File: config.mk
export PLATFORM = sky130hd
export DESIGN_NAME = wdt_keyed_top
export DESIGN_NICKNAME = d
export VERILOG_FILES = /design/src/rtl/wdt_pkg.sv /design/src/rtl/wdt_key_seq.sv /design/src/rtl/wdt_period_sel.sv /design/src/rtl/wdt_timer.sv /design/src/rtl/wdt_keyed_top.sv
export SDC_FILE = /design/constraint.sdc
export NUM_CORES = 1
export LEC_CHECK = 0
export CORE_MARGIN = 1
export CORE_UTILIZATION = 50
export CTS_BUF_LIST = sky130_fd_sc_hd__clkbuf_4
export CTS_CLUSTER_SIZE = 20
export DETAILED_ROUTE_END_ITERATION = 16
export PLACE_DENSITY = 0.72
export SETUP_SLACK_MARGIN = 0.3
export SYNTH_ARGS = -nofsm -noshare
export SYNTH_HDL_FRONTEND = slang
export SYNTH_SLANG_ARGS = --single-unit
File: constraint.sdc
create_clock -name clk_i -period 7.7 [get_ports clk_i]
set_clock_uncertainty 0.1 [all_clocks]
set_input_delay 0.77 -clock clk_i [delete_from_list [all_inputs] [get_ports clk_i]]
set_output_delay 0.77 -clock clk_i [all_outputs]
set_load 0.01 [all_outputs]
File: src/rtl/wdt_pkg.sv
package wdt_pkg;
  localparam int unsigned DATA_W = 16;
  localparam int unsigned CNT_W  = 2 * DATA_W;
  localparam int unsigned CODE_W = 8;

  localparam logic [DATA_W-1:0] KEY_UNLK_A = 16'h3333;
  localparam logic [DATA_W-1:0] KEY_UNLK_B = 16'hCCCC;
  localparam logic [DATA_W-1:0] KEY_FEED_A = 16'hAAAA;
  localparam logic [DATA_W-1:0] KEY_FEED_B = 16'h5555;

  localparam logic [1:0] ADDR_CTRL   = 2'd0;
  localparam logic [1:0] ADDR_CNT_LO = 2'd1;
  localparam logic [1:0] ADDR_CNT_HI = 2'd2;

  localparam int unsigned BIT_EN   = 15;
  localparam int unsigned BIT_MODE = 14;
  localparam int unsigned BIT_FLAG = 12;

  typedef enum logic [1:0] {
    SEQ_IDLE,
    SEQ_UNLK1,
    SEQ_UNLK2,
    SEQ_FEED1
  } seq_state_e;
endpackage

File: src/rtl/wdt_key_seq.sv
module wdt_key_seq
  import wdt_pkg::*;
(
  input  logic              clk_i,
  input  logic              rst_ni,
  input  logic              flush_i,
  input  logic              wr_i,
  input  logic              ctrl_sel_i,
  input  logic [DATA_W-1:0] wdata_i,
  output logic              load_o,
  output logic              feed_o
);
  seq_state_e state_q, state_d;

  always_comb begin
    state_d = state_q;
    load_o  = 1'b0;
    feed_o  = 1'b0;
    if (wr_i) begin
      // any write not continuing a sequence drops back to idle
      state_d = SEQ_IDLE;
      if (ctrl_sel_i) begin
        case (state_q)
          SEQ_IDLE: begin
            if (wdata_i == KEY_UNLK_A)      state_d = SEQ_UNLK1;
            else if (wdata_i == KEY_FEED_A) state_d = SEQ_FEED1;
          end
          SEQ_UNLK1: if (wdata_i == KEY_UNLK_B) state_d = SEQ_UNLK2;
          SEQ_UNLK2: load_o = 1'b1;
          SEQ_FEED1: if (wdata_i == KEY_FEED_B) feed_o = 1'b1;
          default:   state_d = SEQ_IDLE;
        endcase
      end
    end
  end

  always_ff @(posedge clk_i or negedge rst_ni) begin
    if (!rst_ni)      state_q <= SEQ_IDLE;
    else if (flush_i) state_q <= SEQ_IDLE;
    else              state_q <= state_d;
  end
endmodule

File: src/rtl/wdt_period_sel.sv
module wdt_period_sel
  import wdt_pkg::*;
#(
  parameter int unsigned PER_SHORT = 4,
  parameter int unsigned PER_BASE  = 8
) (
  input  logic [CODE_W-1:0] code_i,
  output logic [CNT_W-1:0]  limit_o
);
  logic [CNT_W-1:0] tab [CODE_W];

  for (genvar g = 0; g < CODE_W; g++) begin : g_tab
    if (g == 0) begin : g_short
      assign tab[g] = CNT_W'(PER_SHORT);
    end else begin : g_dbl
      assign tab[g] = CNT_W'(PER_BASE) << (g - 1);
    end
  end

  always_comb begin
    limit_o = tab[0];
    if ($onehot(code_i)) begin
      for (int i = 0; i < CODE_W; i++) begin
        if (code_i[i]) limit_o = tab[i];
      end
    end
  end
endmodule

File: src/rtl/wdt_timer.sv
module wdt_timer
  import wdt_pkg::*;
#(
  parameter int unsigned RST_LEN = 4
) (
  input  logic             clk_i,
  input  logic             rst_ni,
  input  logic             tick_i,
  input  logic             en_i,
  input  logic             rst_mode_i,
  input  logic             feed_i,
  input  logic [CNT_W-1:0] limit_i,
  output logic [CNT_W-1:0] count_o,
  output logic             irq_evt_o,
  output logic             wipe_o,
  output logic             wdt_rst_o
);
  localparam int unsigned RST_W = $clog2(RST_LEN + 1);

  logic [CNT_W-1:0] cnt_q;
  logic             pend_q;
  logic [RST_W-1:0] pulse_q;
  logic             hit;

  // a feed in the same cycle as the terminal tick wins
  assign hit       = en_i && tick_i && !feed_i && ((cnt_q + CNT_W'(1)) >= limit_i);
  assign wipe_o    = hit && (rst_mode_i || pend_q);
  assign irq_evt_o = hit && !rst_mode_i && !pend_q;
  assign count_o   = cnt_q;
  assign wdt_rst_o = (pulse_q != '0);

  always_ff @(posedge clk_i or negedge rst_ni) begin
    if (!rst_ni) begin
      cnt_q  <= '0;
      pend_q <= 1'b0;
    end else if (wipe_o || !en_i || feed_i) begin
      cnt_q  <= '0;
      pend_q <= 1'b0;
    end else if (hit) begin
      cnt_q  <= '0;
      pend_q <= 1'b1;
    end else if (tick_i) begin
      cnt_q  <= cnt_q + CNT_W'(1);
    end
  end

  always_ff @(posedge clk_i or negedge rst_ni) begin
    if (!rst_ni)              pulse_q <= '0;
    else if (wipe_o)          pulse_q <= RST_W'(RST_LEN);
    else if (pulse_q != '0)   pulse_q <= pulse_q - RST_W'(1);
  end
endmodule

File: src/rtl/wdt_keyed_top.sv
module wdt_keyed_top
  import wdt_pkg::*;
#(
  parameter int unsigned PER_SHORT = 4,
  parameter int unsigned PER_BASE  = 8,
  parameter int unsigned RST_LEN   = 4
) (
  input  logic              clk_i,
  input  logic              rst_ni,
  input  logic              tick_i,
  input  logic              wr_en_i,
  input  logic [1:0]        addr_i,
  input  logic [DATA_W-1:0] wdata_i,
  output logic [DATA_W-1:0] rdata_o,
  output logic              irq_o,
  output logic              wdt_rst_o
);
  logic              en_q, mode_q, flag_q;
  logic [CODE_W-1:0] code_q;
  logic              load, feed, wipe, irq_evt, bus_wr;
  logic [CNT_W-1:0]  limit, count;

  assign bus_wr = wr_en_i && !wdt_rst_o;

  wdt_key_seq u_seq (
    .clk_i      (clk_i),
    .rst_ni     (rst_ni),
    .flush_i    (wipe),
    .wr_i       (bus_wr),
    .ctrl_sel_i (addr_i == ADDR_CTRL),
    .wdata_i    (wdata_i),
    .load_o     (load),
    .feed_o     (feed)
  );

  wdt_period_sel #(
    .PER_SHORT (PER_SHORT),
    .PER_BASE  (PER_BASE)
  ) u_per (
    .code_i  (code_q),
    .limit_o (limit)
  );

  wdt_timer #(
    .RST_LEN (RST_LEN)
  ) u_tmr (
    .clk_i      (clk_i),
    .rst_ni     (rst_ni),
    .tick_i     (tick_i),
    .en_i       (en_q),
    .rst_mode_i (mode_q),
    .feed_i     (feed),
    .limit_i    (limit),
    .count_o    (count),
    .irq_evt_o  (irq_evt),
    .wipe_o     (wipe),
    .wdt_rst_o  (wdt_rst_o)
  );

  always_ff @(posedge clk_i or negedge rst_ni) begin
    if (!rst_ni) begin
      en_q   <= 1'b0;
      mode_q <= 1'b0;
      code_q <= '0;
    end else if (wipe) begin
      en_q   <= 1'b0;
      mode_q <= 1'b0;
      code_q <= '0;
    end else if (load) begin
      en_q   <= wdata_i[BIT_EN];
      mode_q <= wdata_i[BIT_MODE];
      code_q <= wdata_i[CODE_W-1:0];
    end
  end

  always_ff @(posedge clk_i or negedge rst_ni) begin
    if (!rst_ni)                         flag_q <= 1'b0;
    else if (wipe)                       flag_q <= 1'b0;
    else if (irq_evt)                    flag_q <= 1'b1;
    else if (load && wdata_i[BIT_FLAG])  flag_q <= 1'b0;
  end

  assign irq_o = flag_q;

  always_comb begin
    rdata_o = '0;
    case (addr_i)
      ADDR_CTRL: begin
        rdata_o[BIT_EN]       = en_q;
        rdata_o[BIT_MODE]     = mode_q;
        rdata_o[BIT_FLAG]     = flag_q;
        rdata_o[CODE_W-1:0]   = code_q;
      end
      ADDR_CNT_LO: rdata_o = count[DATA_W-1:0];
      ADDR_CNT_HI: rdata_o = count[CNT_W-1:DATA_W];
      default:     rdata_o = '0;
    endcase
  end
endmodule

==> out/metrics.csv, run 1 <==
metric,value,unit
CP max FO,16,
Final Max Slew Viols,0,
Synth area leaders,"dfrtp_1, ha_1, nor2_1",
hold_buf cts,0,
DRC,0,
top cell family by delay on the critical path,adder cells,
# nets final,467,
routed length on met3,657,um
post-synth top area share,34.4,%
clk_lat worst skew,0.37,ns
area of the multi-input gates,0.00216,mm2
final hold viol count,0,
Clock Path Buffers,2,
Num CTS Buffers,5,
placeable core region,0.00683,mm2
post-synthesis sequential area ratio,34.4,%
Cell variety after synth,59,
placed cell count,505,
Main synth FF type,dfrtp_1,
ys async rst share,100,%
vias in the first global route,3094,
clock slew at reported path FFs,0.15,ns
post-cts resize count,0,
Tot GR Track Use,27.6,%
gr ovfl total,0,
CP arrival,6.22,ns
DR vias/cell,6.39,
met2 routed WL,4410,um
Synth top cells by count,"dfrtp_1, nor2_1, ha_1, inv_1, nand2_1",
DRT Wirelength,9550,um
H-tree lvl count,2,
worst min path class,in2async,
RSZ-0062 raised after global routing,false,
Max-slew headroom,28.9,%
Max Cap Viol,0,
Startpoint Class,flop,
status,"finished, final reports clean",
largest net degree at the start of global routing,50,
first-pass GRT wire length,15800,um
total power divided by cell area,109,mW/mm2
Power Total,448,uW
DPL Wire Length,6980,um
kind of critical path,reg2reg,
crit share post-route,78.5,%
Syn Area/Cell,9.19,um2
"EDFF count, synth",0,
number of setup violations in the final report,0,
Bufs and invs on worst path,2,
leakage power,1.81,nW
fraction of layout cells with a size suffix above 1,6.24,%
register area,0.00123,mm2
CP endpoint kind,flop,
DR iter-0 viols,341,
gpl congestion,0.895,
# rows,30,
# fillers,625,
TritonCTS clock tree,done,
area growth from synthesis to layout,14.9,%
Synth area leader,dfrtp_1,
Setup TNS Final,0,ns
DIE AREA,0.00747,mm2
CP Cell Sequence,"ha_1, fa_1, inv_1, fa_1, inv_1, ha_1, fa_1, nor4b_1, nor3b_1, nand2_1, ha_1, a21o_1, a21oi_1, o221a_2, nand4_1, or4_1, o2111a_2, a211o_1",
Starting Density,52.2,%
post-CTS setup buffers,0,
Synth Cell Area,0.00356,mm2
maximum clock rate,0.165,GHz
Syn Inst Count,388,
drt wl/cell,18.6,um
final cell count without fillers,513,
top routing layer in use,met4,
vias post-DR,3277,
I/O pins,40,
"count leader, synth",dfrtp_1,
DRT antenna net count,0,
die width,86.4,um
CTS root buf,clkbuf_4,
port bufs,39,
Clock Sink Count,49,
syn_nets,439,
VDD IR max,0.0000721,V
die height,86.4,um
Critical-path top delay cell,nor4b_1,
First-pass DRT Iterations,5,
Met1 Wirelength,4320,um
Tmin final,6.04,ns
Worst-Margin Slew,1.06,ns
CP required,7.87,ns
initial antenna violation count,0,
diode count,0,
Synth Warn #,0,
critical path's largest stage delay,0.61,ns
"FF+latch count, synth",49,
==> cell type report <==
cell class                 instances  share of cell area [%]
clock buffer                       6                    1.10
clock inverter                     2                   0.947
inverter                          24                    2.20
multi-input combinational        293                    52.7
sequential                        49                    29.9
tap                               96                    2.93
timing repair buffer              43                    10.1
==> cell usage in the layout, fill, tap and decap left out, types with 3 or more instances in the layout <==
cell and count:
nand4_1 14, a211oi_1 7, ha_1 25, fa_1 4, o21ai_0 7, nor2_1 40
buf_4 4, or3_1 8, nand2b_1 3, xor2_1 7, a211o_1 3, nor4bb_1 5
nor4_1 8, nor2b_1 7, mux2i_1 11, a21oi_1 6, nor3b_1 3, nand2_1 23
a2111oi_0 5, nor3_1 8, clkdlybuf4s50_1 38, inv_1 24, a22o_1 6, a222oi_1 11
or4_1 3, dfrtp_1 49, a22oi_1 6, and3_1 6, nand3_1 10, and2_1 15
clkbuf_4 6, a21o_1 5, xnor2_1 4
==> worst paths after layout <==
check	start	to	slack, ns	cells past startpoint
max reg2reg	code_q[1]	u_tmr.pulse_q[2]	1.66	18
min reg2reg	u_tmr.pend_q	u_tmr.pend_q	0.45	2
max	code_q[1]	u_tmr.pulse_q[2]	1.66	18
min in group clk_i	u_tmr.pend_q	u_tmr.pend_q	0.45	2
min	rst_ni	u_tmr.count_o[19]	0.37	2
max in group asynchronous	rst_ni	u_seq.state_q[0]	6.70	2
==> worst register-to-register path, delay by kind of cell, from the launching register on <==
family,cells,cell delay (ns)
compound gates,5,1.24
buf+inv,2,0.10
fa+ha+maj,6,2.24
simple gates,5,1.81
flops,1,0.46
==> report_power, final <==
| part | internal, mW | switching [mW] |
|---|---|---|
| Combinational | 0.0139 | 0.0171 |
| Sequential | 0.257 | 0.00000234 |
| Clock | 0.0728 | 0.0867 |
| Total | 0.344 | 0.104 |
==> stage by stage <==
| step | hold WS, ns | utilization (%) | area, um2 | setup WS, ns |
|---|---|---|---|---|
| finish | 0.371 | 59.9 | 4100 | 1.66 |
| global route | 0.431 | 59.9 | 4100 | 1.35 |
| CTS | 0.399 | 59.9 | 4100 | 1.71 |
| detailed placement | 0.430 | 58.7 | 4010 | 1.73 |
| global placement | 0.408 | 58.7 | 4010 | 1.87 |
| floorplan | 0.374 | - | 3560 | 2.28 |
==> flip-flops by register name, indices dropped and copies added, names as in the netlist <==
register,flops
en_q,1
code_q,8
u_seq.state_q,2
u_tmr.pulse_q,3
u_tmr.pend_q,1
u_tmr.count_o,32
mode_q,1
irq_o,1
==> metal layers <==
layer	vias up	GRT usage [%]
met2	144	42.6
li1	1497	-
met4	0	10.0
met3	19	4.38
met1	1617	39.3
met5	-	0
==> logic make-up (layout without fill, tap and decap cells) <==
| group | after synthesis | count (layout) | synth area share (%) |
|---|---|---|---|
| simple gates | 165 | 165 | 25.8 |
| compound gates | 76 | 76 | 17.5 |
| flops | 49 | 49 | 34.4 |
| buf+inv | 46 | 75 | 5.16 |
| fa+ha+maj | 29 | 29 | 11.0 |
| mux | 12 | 12 | 3.40 |
| xor+xnor | 11 | 11 | 2.70 |
Power figures use the tool's default switching activity.
==> inputs of run 2 (changes only) <==
--- a/config.mk
+++ b/config.mk
@@ -10,7 +10,7 @@
 export CTS_BUF_LIST = sky130_fd_sc_hd__clkbuf_4
 export CTS_CLUSTER_SIZE = 20
 export DETAILED_ROUTE_END_ITERATION = 16
-export PLACE_DENSITY = 0.72
+export PLACE_DENSITY = 0.75
 export SETUP_SLACK_MARGIN = 0.3
 export SYNTH_ARGS = -nofsm -noshare
 export SYNTH_HDL_FRONTEND = slang
==> constraint.sdc (replaced) <==
create_clock -name clk_i -period 5.3 [get_ports clk_i]
set_clock_uncertainty 0.1 [all_clocks]
set_input_delay 0.53 -clock clk_i [delete_from_list [all_inputs] [get_ports clk_i]]
set_output_delay 0.53 -clock clk_i [all_outputs]
set_load 0.01 [all_outputs]
==> out/metrics.csv, run 2 (synthesis gave the netlist of run 1 again) <==
metric,value,unit,change
Setup TNS Final,0,ns,unchanged
Max Cap Viol,0,,unchanged
DPL Wire Length,6990,um,was 6980 um
largest net degree at the start of global routing,50,,unchanged
Tot GR Track Use,27.8,%,was 27.6%
First-pass DRT Iterations,6,,was 5
met2 routed WL,4960,um,was 4410 um
die height,86.4,um,unchanged
DR vias/cell,6.33,,was 6.39
Power Total,606,uW,was 448 uW
first-pass GRT wire length,16100,um,was 15800 um
kind of critical path,reg2reg,,unchanged
port bufs,39,,unchanged
vias post-DR,3362,,was 3277
max reg flops,32,,unchanged
area growth from synthesis to layout,25.7,%,was 14.9%
CP endpoint kind,flop,,unchanged
VDD IR max,0.0000923,V,was 0.0000721 V
fraction of layout cells with a size suffix above 1,18.9,%,was 6.24%
Max-slew headroom,27.3,%,was 28.9%
top cell family by delay on the critical path,adder cells,,unchanged
worst slack at placement,-0.0328,ns,was 1.73 ns
vias in the first global route,3167,,was 3094
DR iter-0 viols,352,,was 341
RSZ-0062 raised after global routing,true,,was false
Num CTS Buffers,5,,unchanged
H-tree lvl count,2,,unchanged
total power divided by cell area,135,mW/mm2,was 109 mW/mm2
leakage power,1.88,nW,was 1.81 nW
maximum clock rate,0.193,GHz,was 0.165 GHz
initial antenna violation count,0,,unchanged
gr ovfl total,0,,unchanged
clk_lat worst skew,0.38,ns,was 0.37 ns
# nets final,485,,was 467
DRC,0,,unchanged
TritonCTS clock tree,done,,unchanged
Met1 Wirelength,4280,um,was 4320 um
DRT Wirelength,10200,um,was 9550 um
I/O pins,40,,unchanged
Clock Path Buffers,2,,unchanged
die width,86.4,um,unchanged
CP max FO,6,,was 16
DRT antenna net count,0,,unchanged
status,"finished, final reports clean",,unchanged
# fillers,543,,was 625
routed length on met3,755,um,was 657 um
CP required,5.50,ns,was 7.87 ns
Final Max Slew Viols,0,,unchanged
CTS root buf,clkbuf_4,,unchanged
clock slew at reported path FFs,0.15,ns,about the same
Clock Sink Count,49,,unchanged
R2R Setup Slk,0.11,ns,was 1.66 ns
CP arrival,5.38,ns,was 6.22 ns
critical path's largest stage delay,0.52,ns,was 0.61 ns
hold_buf cts,0,,unchanged
crit share post-route,97.9,%,was 78.5%
worst min path class,in2async,,unchanged
number of setup violations in the final report,0,,unchanged
Bufs and invs on worst path,3,,was 2
drt wl/cell,19.2,um,was 18.6 um
DIE AREA,0.00747,mm2,unchanged
# rows,30,,unchanged
Critical-path top delay cell,fa_1,,was nor4b_1
area of the multi-input gates,0.00240,mm2,was 0.00216 mm2
Worst-Margin Slew,1.08,ns,was 1.06 ns
crit-path most repeated cell,fa_1,,
CP Cell Sequence,"ha_4, fa_1, inv_2, fa_1, inv_1, ha_2, fa_1, nor4b_4, o21ai_1, ha_1, a21bo_2, a21o_1, a211oi_2, o32ai_1, or4_4, buf_6, or2_4, a221oi_2",,"was ha_1, fa_1, inv_1, fa_1, inv_1, ha_1, fa_1, nor4b_1, nor3b_1, nand2_1, ha_1, a21o_1, a21oi_1, o221a_2, nand4_1, or4_1, o2111a_2, a211o_1"
"most common cell after layout, fill and taps aside",dfrtp_1,,unchanged
placed cell count,510,,was 505
most frequent cells in the layout,"dfrtp_1, clkdlybuf4s50_1, nor2_1",,"was dfrtp_1, nor2_1, clkdlybuf4s50_1"
Tmin final,5.19,ns,was 6.04 ns
WHS,0.127,ns,was 0.371 ns
Startpoint Class,flop,,unchanged
final cell count without fillers,531,,was 513
Starting Density,52.2,%,unchanged
diode count,0,,unchanged
setup ws final,0.111,ns,was 1.66 ns
placeable core region,0.00683,mm2,unchanged
register area,0.00123,mm2,about the same
top routing layer in use,met4,,unchanged
final hold viol count,0,,unchanged
gpl congestion,0.927,,was 0.895
-- run 2: cell types whose count changed in the layout (fill, tap and decap cells not counted), moves of 3 or more --
cell,change
a2111oi_0,-3
a211oi_2,+5
buf_6,+5
nor2_1,-11
ha_4,+4
ha_2,+3
ha_1,-7
buf_4,+12
a211oi_1,-5
nor2_4,+11
-- run 2: repair_timing --
action / in CTS / in global routing
setup endpoints to repair: 31 / 31
gates resized for setup: 23 / 36
setup buffers: 9 / 4
pin swaps: 13 / 11
hold endpoints to repair: 0 / 0
-- run 2: report_power, final --
group | internal, mW | switching, mW
clock network | 0.0572 | 0.129
registers | 0.374 | 0.00000281
logic | 0.0197 | 0.0255
-- run 2: worst reg2reg max path, stage by stage (launching register included) --
cell and delay, ns:
dfrtp_2 0.48, ha_4 0.18, fa_1 0.52, inv_2 0.04
fa_1 0.52, inv_1 0.05, ha_2 0.18, fa_1 0.48
nor4b_4 0.28, o21ai_1 0.11, ha_1 0.29, a21bo_2 0.22
a21o_1 0.19, a211oi_2 0.23, o32ai_1 0.11, or4_4 0.50
buf_6 0.16, or2_4 0.26, a221oi_2 0.23
-- run 2: worst paths after layout --
check,startpoint,end,cells after the start
setup / recovery,code_q[2],u_tmr.count_o[26],18
hold / removal,rst_ni,u_tmr.count_o[16],2
setup reg to reg,code_q[2],u_tmr.count_o[26],18
hold reg to reg,u_tmr.pulse_q[0],u_tmr.pulse_q[0],2
max in group asynchronous,rst_ni,code_q[2],2
min in group clk_i,u_tmr.pulse_q[0],u_tmr.pulse_q[0],2
-- run 2: area by class of cell --
| type | instances | area share (%) |
|---|---|---|
| flip-flops and latches | 49 | 27.4 |
| well taps | 96 | 2.68 |
| clock inverters | 2 | 0.335 |
| multi-input cells | 293 | 53.6 |
| repair buffers | 61 | 13.0 |
| clock buffers | 6 | 1.01 |
| inverters | 24 | 2.01 |
-- run 2: routing by layer --
layer,up-vias,GRT usage [%]
li1,1532,-
met1,1648,39.1
met2,168,44.8
met3,14,4.38
met4,0,7.58
met5,-,0
-- run 2: metrics by stage --
stage	instance area, um2	util (%)
after detailed placement	4090	59.8
after global routing	4480	65.6
final	4480	65.6
after floorplan	3610	-
after CTS	4290	62.8
after global placement	4090	59.8
==> inputs of run 3 (changes only) <==
--- a/config.mk
+++ b/config.mk
@@ -12,6 +12,7 @@
 export DETAILED_ROUTE_END_ITERATION = 16
 export PLACE_DENSITY = 0.75
 export SETUP_SLACK_MARGIN = 0.3
+export SLEW_MARGIN = 20
 export SYNTH_ARGS = -nofsm -noshare
 export SYNTH_HDL_FRONTEND = slang
 export SYNTH_SLANG_ARGS = --single-unit
==> results of run 3 <==
No change in the layout: final DEF, timing and power equal those of run 2.
